File: config.mk
export PLATFORM = sky130hd
export DESIGN_NAME = stat_irq_regs
export DESIGN_NICKNAME = d
export VERILOG_FILES = /design/src/rtl/stat_irq_pkg.sv /design/src/rtl/stat_sync.sv /design/src/rtl/stat_flags.sv /design/src/rtl/stat_cfg_regs.sv /design/src/rtl/stat_irq_regs.sv
export SDC_FILE = /design/constraint.sdc
export NUM_CORES = 1
export LEC_CHECK = 0
export BUFFER_PORTS_ARGS = -buffer_cell sky130_fd_sc_hd__buf_2
export CORE_MARGIN = 4
export CORE_UTILIZATION = 47
export CTS_CLUSTER_SIZE = 25
export DETAILED_ROUTE_END_ITERATION = 6
export MAX_ROUTING_LAYER = met4
export PLACE_DENSITY = 0.76
export SLEW_MARGIN = 15
export SYNTH_ARGS = -nofsm -noshare
export SYNTH_HDL_FRONTEND = slang
export SYNTH_SLANG_ARGS = --single-unit
File: constraint.sdc
create_clock -name clk -period 1.8 [get_ports clk]
set_clock_uncertainty 0.05 [all_clocks]
set_input_delay 0.54 -clock clk [delete_from_list [all_inputs] [get_ports clk]]
set_output_delay 0.54 -clock clk [all_outputs]
set_load 0.005 [all_outputs]
File: src/rtl/stat_irq_pkg.sv
package stat_irq_pkg;
  localparam int unsigned DATA_W   = 8;
  localparam int unsigned ADDR_W   = 3;
  localparam int unsigned STAT_W   = 4;
  localparam int unsigned SYNC_N   = 2;
  // field positions inside the byte
  localparam int unsigned IE_LSB   = DATA_W - STAT_W;
  localparam int unsigned CHEN_BIT = 3;
  localparam int unsigned GIE_BIT  = 4;
  // offsets
  localparam logic [ADDR_W-1:0] OFF_CMD  = ADDR_W'(0);
  localparam logic [ADDR_W-1:0] OFF_STAT = ADDR_W'(3);
  localparam logic [ADDR_W-1:0] OFF_CTRL = ADDR_W'(4);
endpackage

File: src/rtl/stat_sync.sv
module stat_sync #(
  parameter int unsigned W      = 4,
  parameter int unsigned STAGES = 2
) (
  input  logic         clk,
  input  logic         rst_n,
  input  logic [W-1:0] d_i,
  output logic [W-1:0] q_o
);
  logic [W-1:0] stage_q [STAGES];
  logic [W-1:0] stage_d [STAGES];

  for (genvar s = 0; s < STAGES; s++) begin : g_stage
    if (s == 0) begin : g_first
      always_comb stage_d[s] = d_i;
    end else begin : g_next
      always_comb stage_d[s] = stage_q[s-1];
    end
    always_ff @(posedge clk or negedge rst_n) begin
      if (!rst_n) stage_q[s] <= '0;
      else        stage_q[s] <= stage_d[s];
    end
  end

  assign q_o = stage_q[STAGES-1];
endmodule

File: src/rtl/stat_flags.sv
module stat_flags #(
  parameter int unsigned W = 4
) (
  input  logic         clk,
  input  logic         rst_n,
  input  logic [W-1:0] sync_i,
  input  logic [W-1:0] ie_i,
  output logic [W-1:0] flag_o
);
  logic [W-1:0] flag_q, flag_d;

  // sticky while enabled; dropping the enable is the only clear
  always_comb flag_d = (flag_q | sync_i) & ie_i;

  always_ff @(posedge clk or negedge rst_n) begin
    if (!rst_n) flag_q <= '0;
    else        flag_q <= flag_d;
  end

  assign flag_o = flag_q;
endmodule

File: src/rtl/stat_cfg_regs.sv
module stat_cfg_regs #(
  parameter int unsigned W = 4
) (
  input  logic         clk,
  input  logic         rst_n,
  input  logic         cmd_we_i,
  input  logic         ctrl_we_i,
  input  logic [W-1:0] ie_wr_i,
  input  logic         chen_wr_i,
  input  logic         gie_wr_i,
  output logic [W-1:0] ie_o,
  output logic         chen_o,
  output logic         gie_o,
  output logic         flush_o
);
  logic [W-1:0] ie_q, ie_d;
  logic         chen_q, chen_d;
  logic         gie_q, gie_d;
  logic         flush_q, flush_d;
  logic         cmd_en, ctrl_en;

  // clock enables
  assign cmd_en  = cmd_we_i;
  assign ctrl_en = ctrl_we_i;

  always_comb begin
    ie_d    = ie_wr_i;
    chen_d  = chen_wr_i;
    gie_d   = gie_wr_i;
    flush_d = cmd_en & chen_q & ~chen_wr_i;
  end

  always_ff @(posedge clk or negedge rst_n) begin
    if (!rst_n) begin
      ie_q   <= '0;
      chen_q <= 1'b0;
    end else if (cmd_en) begin
      ie_q   <= ie_d;
      chen_q <= chen_d;
    end
  end

  always_ff @(posedge clk or negedge rst_n) begin
    if (!rst_n)       gie_q <= 1'b0;
    else if (ctrl_en) gie_q <= gie_d;
  end

  always_ff @(posedge clk or negedge rst_n) begin
    if (!rst_n) flush_q <= 1'b0;
    else        flush_q <= flush_d;
  end

  assign ie_o    = ie_q;
  assign chen_o  = chen_q;
  assign gie_o   = gie_q;
  assign flush_o = flush_q;
endmodule

File: src/rtl/stat_irq_regs.sv
module stat_irq_regs
  import stat_irq_pkg::*;
#(
  parameter int unsigned P_DATA_W = DATA_W,
  parameter int unsigned P_ADDR_W = ADDR_W,
  parameter int unsigned P_STAT_W = STAT_W
) (
  input  logic                clk,
  input  logic                rst_n,
  input  logic [P_ADDR_W-1:0] reg_addr,
  input  logic                reg_we,
  input  logic [P_DATA_W-1:0] reg_wdata,
  output logic [P_DATA_W-1:0] reg_rdata,
  input  logic [P_STAT_W-1:0] stat_i,
  output logic                irq_o,
  output logic                chan_en_o,
  output logic                chan_flush_o
);
  localparam int unsigned IE_POS = P_DATA_W - P_STAT_W;

  logic [1:0]          rst_sync_q;
  logic                rst_n_int;
  logic [P_STAT_W-1:0] stat_sync_w;
  logic [P_STAT_W-1:0] ie_w;
  logic [P_STAT_W-1:0] flag_w;
  logic                chen_w, gie_w, flush_w;
  logic                cmd_we, ctrl_we;
  logic                unused_wbits;

  // asynchronous assert, synchronous release
  always_ff @(posedge clk or negedge rst_n) begin
    if (!rst_n) rst_sync_q <= 2'b00;
    else        rst_sync_q <= {rst_sync_q[0], 1'b1};
  end
  assign rst_n_int = rst_sync_q[1];

  assign cmd_we  = reg_we && (reg_addr == P_ADDR_W'(OFF_CMD));
  assign ctrl_we = reg_we && (reg_addr == P_ADDR_W'(OFF_CTRL));

  assign unused_wbits = ^{reg_wdata[CHEN_BIT-1:0], reg_wdata[P_DATA_W-1:GIE_BIT+1]};

  stat_sync #(.W(P_STAT_W), .STAGES(SYNC_N)) u_sync (
    .clk   (clk),
    .rst_n (rst_n_int),
    .d_i   (stat_i),
    .q_o   (stat_sync_w)
  );

  stat_cfg_regs #(.W(P_STAT_W)) u_cfg (
    .clk       (clk),
    .rst_n     (rst_n_int),
    .cmd_we_i  (cmd_we),
    .ctrl_we_i (ctrl_we),
    .ie_wr_i   (reg_wdata[P_DATA_W-1:IE_POS]),
    .chen_wr_i (reg_wdata[CHEN_BIT]),
    .gie_wr_i  (reg_wdata[GIE_BIT]),
    .ie_o      (ie_w),
    .chen_o    (chen_w),
    .gie_o     (gie_w),
    .flush_o   (flush_w)
  );

  stat_flags #(.W(P_STAT_W)) u_flags (
    .clk    (clk),
    .rst_n  (rst_n_int),
    .sync_i (stat_sync_w),
    .ie_i   (ie_w),
    .flag_o (flag_w)
  );

  always_comb begin
    reg_rdata = '0;
    case (reg_addr)
      P_ADDR_W'(OFF_CMD): begin
        reg_rdata[P_DATA_W-1:IE_POS] = ie_w;
        reg_rdata[CHEN_BIT]          = chen_w;
      end
      P_ADDR_W'(OFF_STAT): begin
        reg_rdata[P_DATA_W-1:IE_POS] = flag_w;
        reg_rdata[P_STAT_W-1:0]      = stat_sync_w;
      end
      P_ADDR_W'(OFF_CTRL): reg_rdata[GIE_BIT] = gie_w;
      default: reg_rdata = '0;
    endcase
  end

  assign irq_o        = gie_w & (|flag_w);
  assign chan_en_o    = chen_w;
  assign chan_flush_o = flush_w;
endmodule

* Word-level counts from Yosys, hierarchy flattened
Cells that the tools add are included.
** Storage, ports and cells
- Register bits :: 21
- Input port bits :: 18
- Output and inout bits :: 11
- Word-level logic and storage cells :: 24
** Cells by class
- Eq/ne operators :: 2
- Multiplexer cells :: 4
- Bitwise operators :: 6
- Reductions and logical operators :: 4
** Operators by type and width (number)
- $pmux W3 S2 :: 1
- $and A4 B4 Y4 :: 1
- $or A4 B4 Y4 :: 1
- $reduce_or A4 Y1 :: 1
- $and A1 B1 Y1 :: 3
- $eq A3 B2 Y1 const B :: 1
- $eq A3 B3 Y1 const B :: 1
- $logic_not A3 Y1 :: 1
- $mux W3 :: 1
- $pmux W1 S3 :: 1
- $logic_and A1 B1 Y1 :: 2
- $pmux W1 S2 :: 1
- $not A1 Y1 :: 1

* Depth between registers and ports, before layout
- Depth after elaboration :: 4
- Mapped depth :: 3
- Gate-level depth less buffers :: 2

* Modules after synthesis
From an unflattened synthesis, not the netlist that was laid out.
** Unflattened totals
- Cells, all modules :: 58
- Area total of the unflattened synthesis :: 820.8 um2
** By module, submodules not included
- stat_cfg_regs :: times used 1, cells each 14, area each 252.7 um2, sequential area each 175.2 um2
- stat_irq_regs :: times used 1, cells each 28, area each 237.7 um2, sequential area each 50.0 um2
- stat_sync :: times used 1, cells each 8, area each 200.2 um2, sequential area each 200.2 um2
- stat_flags :: times used 1, cells each 8, area each 130.1 um2, sequential area each 100.1 um2

* Least setup slack after synthesis
No wires, ideal clock.
- Kind :: input port to output port
- Start :: input port reg_addr[1]
- End :: output port reg_rdata[5]
- Data arrival time :: 1213 ps
- Required time :: 1210 ps
- Slack :: -3 ps
- Stages on the path :: 3
- Buffers on the path :: 1
- Path through :: buf_2 -> or3b_1 -> a21oi_1
** Between the ends
- Cells in the longest elaborated chain, start to end :: 2
- Elaborated cells on any way between the ends :: 3
- Those cells by class :: eq/ne (1); mux (1); reduce/logical (1)
** RTL lines
- start: declaration :: RTL line stat_irq_regs.sv:10 : input logic [P_ADDR_W-1:0] reg_addr,
- $eq A3 B2 Y1 / $logic_not A3 Y1 (equally long branches) :: RTL line stat_irq_regs.sv:73 : case (reg_addr)
- $pmux W3 S2 (*) :: RTL line stat_irq_regs.sv:73
- end: declaration :: RTL line stat_irq_regs.sv:13 : output logic [P_DATA_W-1:0] reg_rdata,
Every way passes the cells marked *; elsewhere a longest branch is shown, timed or not.

* Worst setup path after layout
- Start :: input port reg_addr[0]
- End :: output port reg_rdata[7]
The elaborated chain is that of the path after synthesis.

==> flow_metrics.tcl <==
set metrics [dict create \
    ys_async_sr_fraction_pct 100.0 \
    synth_xor_area_share_pct 0 \
    cts_buffers 3 \
    slew_headroom_pct 51.01 \
    cap_violations 0 \
    drt_iter0_drc 12 \
    worst_pin_slew_ps 734.8 \
    syn_to_final_growth_pct 44.85 \
    die_h_um 49.92 \
    dr.pass1.iters 4 \
    grt_max_degree 20 \
    top_layer_used "met4" \
    antenna_found_initial 0 \
    synthCells 58 \
    status "complete, but fails checks" \
    critPathKind "in -> out" \
    synth_top_flop_cell "dfrtp_1" \
    drc 0 \
    yosysSeqAreaShare_pct 63.64 \
    num_vias 627 \
    fin_crit_sh_pct 104.6 \
    worst_skew_pair.late_latency_ps 280 \
    synth_edf_count 0 \
    synth-compound-area-share_pct 8.333 \
    cp_max_fo 5 \
    fp.dieArea_mm2 0.002492 \
    synth.area.mux_share_pct 9.394 \
    timing.fmax_ghz 0.5314 \
    cts_sinks 21 \
    rsz0062_at_grt "true" \
    wl_met3_um 42 \
    synth.distinct_cells 18 \
    synth_warnings 0 \
    cp-start-kind "input port" \
    start_util_pct 52.38 \
    p_per_area_mw_per_mm2 851.4 \
    fin_cells 115 \
    grt_pass1_vias 634 \
    end_kind "output pin" \
    synth_top_family_by_area "simple AND/OR/NAND/NOR gates" \
    setup_viol 8 \
    core_area_mm2 0.001577 \
    routedWlPerCell_um 15.17 \
    hpwlAfterDp_um 1093 \
    htreeDepth 1 \
    die_x_um 49.92 \
    ys_ff_latch 21 \
    final.min_clock_period_ps 1882 \
    n_antenna_cell 0 \
    met2_length_um 966 \
    num_rows 14 \
    crit_arrival_ps 1290 \
    leakagePower_nw 0.5777 \
    violations "negative setup slack" \
    gr-total-overflow 0 \
    synth_fp_nets 76 \
    via_per_inst 5.452 \
    grtUsageTotal_pct 15.47 \
    finalHoldViolations 0 \
    synth-adder-area-share_pct 0 \
    io_pins 29 \
    min_path_type "reg -> async" \
    place.gp.congestion 0.8011 \
    m1WireLength_um 727 \
    ir_drop_mv 0.6741 \
    ant_nets 0 \
    slew_viol_final 0 \
    cts_tree "built" \
    clockRootBuffer "clkbuf_4" \
    syn_area_um2 825.8 \
    synth-simple-area-share_pct 16.36 \
    numPortBuffers 25 \
    nets 118 \
    clockBufferDepth 2 \
    avgSynthCellArea_um2 14.24 \
    critPathRequiredTime_ps 1210 \
    cts.clk_slew.worst_paths_ps 110 \
    utilization_pct 75.87 \
    drive_gt1_share_pct 61.62 \
    grt_first_pass_wirelength_um 2815 \
    wl_um 1744 \
    fin_ws_ps -81.98 \
    dp.cells 102 \
]
-- final cells by class --
type | count | area, um2
tap | 16 | 20.02
sequential | 21 | 525.5
clock buffer | 4 | 26.28
fill | 102 | 380.4
timing repair buffer | 40 | 299.0
multi-input combinational | 34 | 325.3
-- final timing paths --
check | startpoint | end | slack [ps] | cells past startpoint
min in group clk | stat_i[0] | u_sync.stage_d[0] | 300 | 1
worst max-delay path | reg_addr[0] | reg_rdata[7] | -80 | 4
worst min register to register | rst_sync_q[1] | u_sync.stage_d[0] | 260 | 0
worst max register to register | u_cfg.ie_o[2] | u_cfg.ie_o[2] | 760 | 3
worst min-delay path | rst_sync_q[1] | u_sync.stage_d[0] | 260 | 0
max in group asynchronous | rst_sync_q[1] | u_cfg.gie_o | 980 | 0
-- what timing repair did --
action,4_1_cts,5_1_grt
endpoints found under the hold margin,2,0
hold buffers,1,0
endpoints found under the setup margin,6,8
pin swaps,6,3
gates cloned,1,0
setup buffers,6,1
gates resized for setup,8,6
-- kinds of logic (layout without fill, tap and decap cells) --
family                 count (synthesis)  count (layout)
flip-flops                            21              21
AO/OA/AOI/OAI                         10              10
other                                  1               1
AND/OR/NAND/NOR                       16              16
multiplexers                           7               7
buffers and inverters                  3              44
-- cells in the mapped netlist, drive strengths merged, types with 3 or more instances --
cell | count | share of area (%)
nor3b | 3 | 2.7
mux2 | 6 | 8.2
or3b | 4 | 4.2
a21oi | 4 | 2.4
buf | 3 | 1.8
nand3 | 4 | 2.4
dfrtp | 21 | 64
o21a | 4 | 3.6
-- where the power goes --
group / leakage, nW / internal, mW / switching (mW)
combinational: 0.309 / 0.153 / 0.0788
clock: 0.0150 / 0.0860 / 0.129
sequential: 0.254 / 0.530 / 0.0417
total: 0.578 / 0.769 / 0.249
-- per-layer routing --
metal  up-vias  global-route usage (%)
met1       317                   18.41
met5         -                       -
met2        12                   27.09
li1        296                       -
met4         0                   5.069
met3         2                   1.807
-- critical path: stages --
cell	delay, ps
buf_12	110
or3b_4	390
a21oi_2	130
buf_2	120
-- sequential cells by signal (all words and copies together), names as in the netlist --
register and count:
u_cfg.ie_o 4, u_flags.flag_o 4, u_sync.q_o 4, u_sync.stage_d 4, rst_sync_q 2, u_cfg.chen_o 1, u_cfg.flush_o 1, u_cfg.gie_o 1
-- through the flow --
stage               setup TNS [ps]  area, um2  setup WS, ps  hold WS, ps  total power, mW
detailed placement          -556.3       1025        -206.1        275.9           0.7397
floorplan                        0      837.1         14.99        190.1           0.6654
finish                      -349.7       1196        -81.98        257.0            1.018
global placement            -479.5       1025        -199.7        266.9           0.7324
CTS                         -285.2       1166        -82.57        287.1            1.007
global route                -865.8       1196        -155.5        280.6            1.079
-- layout by cell type (no fill, tap or decap) --
master / synthesis / layout
or3b_4: 0 / 4
buf_6: 0 / 1
o41a_1: 1 / 1
o21a_1: 4 / 4
dfrtp_1: 21 / 21
mux2_2: 6 / 6
and4bb_2: 1 / 1
nor3b_1: 3 / 1
conb_1: 1 / 1
buf_12: 0 / 2
buf_2: 3 / 23
o31ai_2: 0 / 1
mux2i_1: 1 / 1
clkbuf_1: 0 / 1
dlygate4sd3_1: 0 / 1
nand2_1: 1 / 1
a21oi_2: 0 / 4
clkbuf_4: 0 / 3
bufbuf_16: 0 / 1
and3b_1: 1 / 1
buf_4: 0 / 12
nand4b_1: 1 / 1
nor3b_2: 0 / 2
nor4b_4: 1 / 1
nand3_1: 4 / 4
(Power assumes the default switching activity.)
